==> src/rtl/rxf_pkg.sv <==
package rxf_pkg;
  localparam int ADDR_BYTES   = 6;
  localparam int ADDR_W       = 8 * ADDR_BYTES;
  localparam int HASH_BITS    = 6;
  localparam int HASH_ENTRIES = 1 << HASH_BITS;
  localparam logic [31:0] CRC_POLY = 32'h04C1_1DB7;

  // strobes from control to datapath
  typedef struct packed {
    logic load;
  } rxfCtl_t;

  // CRC-32 over the address, least significant bit first, no final inversion;
  // only the top HASH_BITS bits are returned
  function automatic logic [HASH_BITS-1:0] hashIndex(input logic [ADDR_W-1:0] addr);
    logic [31:0] crc;
    logic fb;
    crc = '1;
    for (int i = 0; i < ADDR_W; i++) begin
      fb  = crc[31] ^ addr[i];
      crc = {crc[30:0], 1'b0};
      if (fb) crc = crc ^ CRC_POLY;
    end
    return crc[31 -: HASH_BITS];
  endfunction
endpackage

==> src/rtl/rxf_ctrl.sv <==
module rxf_ctrl
  import rxf_pkg::*;
(
  input  logic    clk,
  input  logic    rstN,
  input  logic    frameValid,
  output rxfCtl_t ctl,
  output logic    done
);
  always_comb begin
    ctl      = '0;
    ctl.load = frameValid;
  end

  always_ff @(posedge clk or negedge rstN) begin
    if (!rstN) done <= 1'b0;
    else       done <= frameValid;
  end
endmodule

==> src/rtl/rxf_datapath.sv <==
module rxf_datapath
  import rxf_pkg::*;
#(
  parameter int LEN_W   = 11,
  parameter int MIN_LEN = 64
) (
  input  logic                    clk,
  input  logic                    rstN,
  input  rxfCtl_t                 ctl,
  input  logic [ADDR_W-1:0]       destAddr,
  input  logic [LEN_W-1:0]        frameLen,
  input  logic                    crcBad,
  input  logic                    alignBad,
  input  logic [ADDR_W-1:0]       stationAddr,
  input  logic [HASH_ENTRIES-1:0] hashTable,
  input  logic                    saveErrored,
  input  logic                    acceptRunt,
  input  logic                    acceptBcast,
  input  logic                    acceptMcast,
  input  logic                    promisc,
  output logic                    accept,
  output logic                    groupHit,
  output logic                    crcErrFlag,
  output logic                    alignErrFlag
);
  localparam logic [LEN_W-1:0] MIN_LEN_V = LEN_W'(MIN_LEN);

  logic [ADDR_BYTES-1:0] byteEq;
  logic                  stationHit;
  logic                  isGroup;
  logic                  isBcast;
  logic [HASH_BITS-1:0]  hIdx;
  logic                  hashHit;
  logic                  addrOk;
  logic                  lenOk;
  logic                  errOk;
  logic                  acceptNext;

  // per-byte station compare
  for (genvar g = 0; g < ADDR_BYTES; g++) begin : gByte
    assign byteEq[g] = (destAddr[8*g +: 8] == stationAddr[8*g +: 8]);
  end

  assign stationHit = &byteEq;
  assign isGroup    = destAddr[0];
  assign isBcast    = &destAddr;
  assign hIdx       = hashIndex(destAddr);
  assign hashHit    = hashTable[hIdx];

  always_comb begin
    if (isBcast)      addrOk = acceptBcast;
    else if (isGroup) addrOk = acceptMcast & hashHit;
    else              addrOk = promisc | stationHit;
  end

  assign lenOk      = (frameLen >= MIN_LEN_V) | acceptRunt;
  assign errOk      = ~(crcBad | alignBad) | saveErrored;
  assign acceptNext = addrOk & lenOk & errOk;

  always_ff @(posedge clk or negedge rstN) begin
    if (!rstN) begin
      accept       <= 1'b0;
      groupHit     <= 1'b0;
      crcErrFlag   <= 1'b0;
      alignErrFlag <= 1'b0;
    end else if (ctl.load) begin
      accept       <= acceptNext;
      groupHit     <= acceptNext & isGroup;
      crcErrFlag   <= crcBad | alignBad;
      alignErrFlag <= alignBad;
    end
  end
endmodule

==> src/rtl/rx_addr_filter.sv <==
module rx_addr_filter
  import rxf_pkg::*;
#(
  parameter int LEN_W   = 11,
  parameter int MIN_LEN = 64
) (
  input  logic                    clk,
  input  logic                    rstN,
  input  logic                    frameValid,
  input  logic [ADDR_W-1:0]       destAddr,
  input  logic [LEN_W-1:0]        frameLen,
  input  logic                    crcBad,
  input  logic                    alignBad,
  input  logic [ADDR_W-1:0]       stationAddr,
  input  logic [HASH_ENTRIES-1:0] hashTable,
  input  logic                    saveErrored,
  input  logic                    acceptRunt,
  input  logic                    acceptBcast,
  input  logic                    acceptMcast,
  input  logic                    promisc,
  output logic                    done,
  output logic                    accept,
  output logic                    groupHit,
  output logic                    crcErrFlag,
  output logic                    alignErrFlag
);
  rxfCtl_t ctl;

  rxf_ctrl ctrl_i (
    .clk        (clk),
    .rstN       (rstN),
    .frameValid (frameValid),
    .ctl        (ctl),
    .done       (done)
  );

  rxf_datapath #(.LEN_W(LEN_W), .MIN_LEN(MIN_LEN)) dp_i (
    .clk          (clk),
    .rstN         (rstN),
    .ctl          (ctl),
    .destAddr     (destAddr),
    .frameLen     (frameLen),
    .crcBad       (crcBad),
    .alignBad     (alignBad),
    .stationAddr  (stationAddr),
    .hashTable    (hashTable),
    .saveErrored  (saveErrored),
    .acceptRunt   (acceptRunt),
    .acceptBcast  (acceptBcast),
    .acceptMcast  (acceptMcast),
    .promisc      (promisc),
    .accept       (accept),
    .groupHit     (groupHit),
    .crcErrFlag   (crcErrFlag),
    .alignErrFlag (alignErrFlag)
  );
endmodule

==> config.mk <==
export PLATFORM = sky130hd
export DESIGN_NAME = rx_addr_filter
export DESIGN_NICKNAME = d
export VERILOG_FILES = /design/src/rtl/rxf_pkg.sv /design/src/rtl/rxf_ctrl.sv /design/src/rtl/rxf_datapath.sv /design/src/rtl/rx_addr_filter.sv
export SDC_FILE = /design/constraint.sdc
export NUM_CORES = 1
export LEC_CHECK = 0
export ABC_AREA = 1
export BUFFER_PORTS_ARGS = -buffer_cell sky130_fd_sc_hd__buf_2
export CAP_MARGIN = 20
export CORE_MARGIN = 2
export CORE_UTILIZATION = 40
export DETAILED_ROUTE_END_ITERATION = 6
export SLEW_MARGIN = 10
export SYNTH_ARGS = -nofsm -noshare
export SYNTH_HDL_FRONTEND = slang
export SYNTH_SLANG_ARGS = --single-unit
==> constraint.sdc <==
create_clock -name clk -period 0.8 [get_ports clk]
set_input_delay 0 -clock clk [delete_from_list [all_inputs] [get_ports clk]]
set_output_delay 0 -clock clk [all_outputs]
set_load 0.02 [all_outputs]
==> summary.md <==
| Metric | Value |
|---|---|
| Gpl congestion | `0.9749` |
| Worst endpoint data arrival time | `4290 ps` |
| Status | `complete, but fails checks` |
| Antenna violations before repair | `1` |
| Setup ws final | `-3384 ps` |
| Largest stage delay on the critical path | `330 ps` |
| CP Launch Type | `input port` |
| RSZ-0062 raised after global routing | `true` |
| Clk_skew | `0 ps` |
| Post-synth net total | `1548` |
| Vias in the first global route | `9510` |
| Synthesis-stage register bit count | `5` |
| Max Freq | `0.2390 GHz` |
| CTS Sinks | `5` |
| Std cell rows | `49` |
| Asr flop ratio synth | `100.0%` |
| Final Net Count | `2020` |
| Seq/Total Area, Yosys | `1.705%` |
| Worst Path Required | `910 ps` |
| DP Wirelength | `27260 µm` |
| Worst-margin pin slew | `528.8 ps` |
| Largest net degree at the start of global routing | `33` |
| WL final | `34490 µm` |
| Final core occ | `70.75%` |
| Initial DRC Count | `594` |
| Area grow syn2layout | `73.21%` |
| First-pass GRT wire length | `47710 µm` |
| Ys flop type | `dfrtp_1` |
| Critical path class | `in2reg` |
| Die ar. | `19440 µm²` |
| Area after DPL | `10400 µm²` |
| IO buf count | `179` |
| CP most frequent cell | `nand2_2` |
| Grt ovf | `0` |
| Starting Density | `40.84%` |
| Reg2reg setup slack | `110 ps` |
| Post-Syn Area | `7337 µm²` |
| Slew Limit Headroom | `64.53%` |
| # IOs | `186` |
| Slowest CP cell | `ha_4` |
| Clk pin slew, worst setup/hold paths | `40 ps` |
| Slew Limit Fails | `0` |
| Minimum clock period | `4184 ps` |
| Share of layout cells above drive strength 1 | `52.53%` |
| Worst hold path type | `in2reg` |
| Hold depth | `3` |
| R2R depth | `2` |
| Die width | `139.4 µm` |
| Mapped Cells | `1364` |
| Root Buffer | `clkbuf_16` |
| Worst hold slack | `26.48 ps` |
| Distinct cells, synth | `38` |
| Hold Violations, Final | `0` |
| CP max FO | `6` |
| GRT Util Overall | `30.69%` |
| Via count | `10910` |
| Worst-Skew Late Latency | `230 ps` |
| Setup_tns | `-6747 ps` |
| Core area | `17960 µm²` |
| Hold worst-path end | `dp_i.alignErrFlag$_DFFE_PN0P_` |
| Avg Cell Area, Syn | `5.379 µm²` |
| DRC violations left | `0` |
| DIE HEIGHT | `139.4 µm` |
| EDFF count, synth | `0` |
| Number of detailed-route iterations in the first pass | `6` |
| H-tree depth | `1` |
| Min-Delay Startpoint | `frameValid` |
| Critical R2R Launch | `dp_i.accept$_DFFE_PN0P_` |
| CTS tree | `yes` |
| Worst setup EP type | `flip-flop` |
| Final ANT Viol Nets | `0` |
| Final setup fails | `3` |
| Final Cycle Share | `523.0%` |
| DR WL/cell | `16.70 µm` |
| Vias per cell | `5.284` |
| Reg-to-Reg End | `dp_i.accept$_DFFE_PN0P_` |
| Clk buf depth | `2` |
| Yosys Warn Count | `0` |
| Failing checks | `negative setup slack` |
| Cts bufs inserted | `3` |
| Max_cap viols | `0` |
| Finished Cell Area | `12710 µm²` |
[stage by stage]
stage / setup WS [ps] / instances
4_1_cts: -3157 / 2018
2_1_floorplan: -2934 / 1364
3_3_place_gp: -3581 / 2004
3_5_place_dp: -3659 / 2004
5_1_grt: -3675 / 2064
6_report: -3384 / 2065
[layout by cell type (no fill, tap or decap), types with 4 or more instances in the layout]
master / n
nand2_1: 388
xor2_1: 68
inv_2: 28
nand3_2: 83
buf_2: 176
o2111ai_1: 6
xnor2_2: 5
nand3b_1: 12
buf_6: 16
xor2_2: 12
nand2_2: 197
nand3_1: 179
clkbuf_16: 9
nand3_4: 15
inv_1: 97
dfrtp_1: 5
nor2_1: 7
nand4_1: 28
inv_4: 13
buf_4: 274
buf_12: 13
nand2_4: 78
or2_2: 12
xor2_4: 4
nor4_1: 7
or2_1: 4
nand2_8: 11
xnor2_1: 57
[synth_stat cells, types with 9 or more instances]
cell type | number | share of area, %
or2_2 | 12 | 1.0
nor2_1 | 9 | 0.46
nand2_4 | 25 | 3.8
nand4_1 | 28 | 2.4
nand3b_1 | 12 | 1.2
xor2_1 | 80 | 9.5
nand2_1 | 552 | 28
xnor2_1 | 63 | 7.5
nand3_1 | 254 | 17
nand3_2 | 22 | 3.0
buf_4 | 11 | 1.1
inv_1 | 102 | 5.2
nand2_2 | 97 | 8.3
inv_2 | 34 | 1.7
[logic make-up after synthesis]
kind of cell,Yosys count,synth area share [%]
AO/OA/AOI/OAI,14,1.501
adder cells (fa/ha/maj),3,0.5117
flip-flops,5,1.705
AND/OR/NAND/NOR,1029,67.96
XOR/XNOR,148,18.33
buffers and inverters,165,9.993
[routing by layer]
layer | vias to the layer above | global-route usage [%] | share of wire (%)
met3 | 139 | 2.753 | 5.8
met1 | 5029 | 37.08 | 38
met4 | 0 | 12.12 | 6.0
met5 | - | 0 | 0
met2 | 439 | 55.91 | 50
li1 | 5305 | - | -
[registers in the layout (all words and copies together), names as in the netlist]
| register | flops |
|---|---|
| ctrl_i.done | 1 |
| dp_i.accept | 1 |
| dp_i.alignErrFlag | 1 |
| dp_i.crcErrFlag | 1 |
| dp_i.groupHit | 1 |
[worst max path at each step]
stage | start | endpoint | slack [ps] | cells after the start
after detailed placement | destAddr[2] | dp_i.accept$_DFFE_PN0P_ | -3660 | 41
after floorplan | destAddr[0] | dp_i.groupHit$_DFFE_PN0P_ | -2930 | 44
after CTS | destAddr[0] | dp_i.groupHit$_DFFE_PN0P_ | -3160 | 46
after global placement | destAddr[2] | dp_i.groupHit$_DFFE_PN0P_ | -3580 | 41
after global routing | destAddr[4] | dp_i.groupHit$_DFFE_PN0P_ | -3680 | 43
final | destAddr[0] | dp_i.groupHit$_DFFE_PN0P_ | -3380 | 44
[what timing repair did]
action | in CTS | in global routing
hold buffers | 3 | 0
endpoints found under the hold margin | 7 | 0
gates cloned | 0 | 6
pin swaps | 11 | 165
setup endpoints to repair | 3 | 3
buffers inserted | 7 | 40
resized for setup | 35 | 366
[area by class of cell]
type	instances	area [µm²]
fill	1530	5255
clock buffer	4	78.83
multi-input combinational	1194	8039
tap	229	286.5
sequential	5	125.1
inverter	142	588.1
timing repair buffer	490	3588
antenna	1	2.502
[critical path: cells and delay by family]
kind,cells,cell delay (ps)
fa+ha+maj,1,330
buf+inv,5,450
simple gates,38,3480
Power is not shown: default switching activity piles up to over one toggle a cycle in this logic, so the estimate is an artifact.
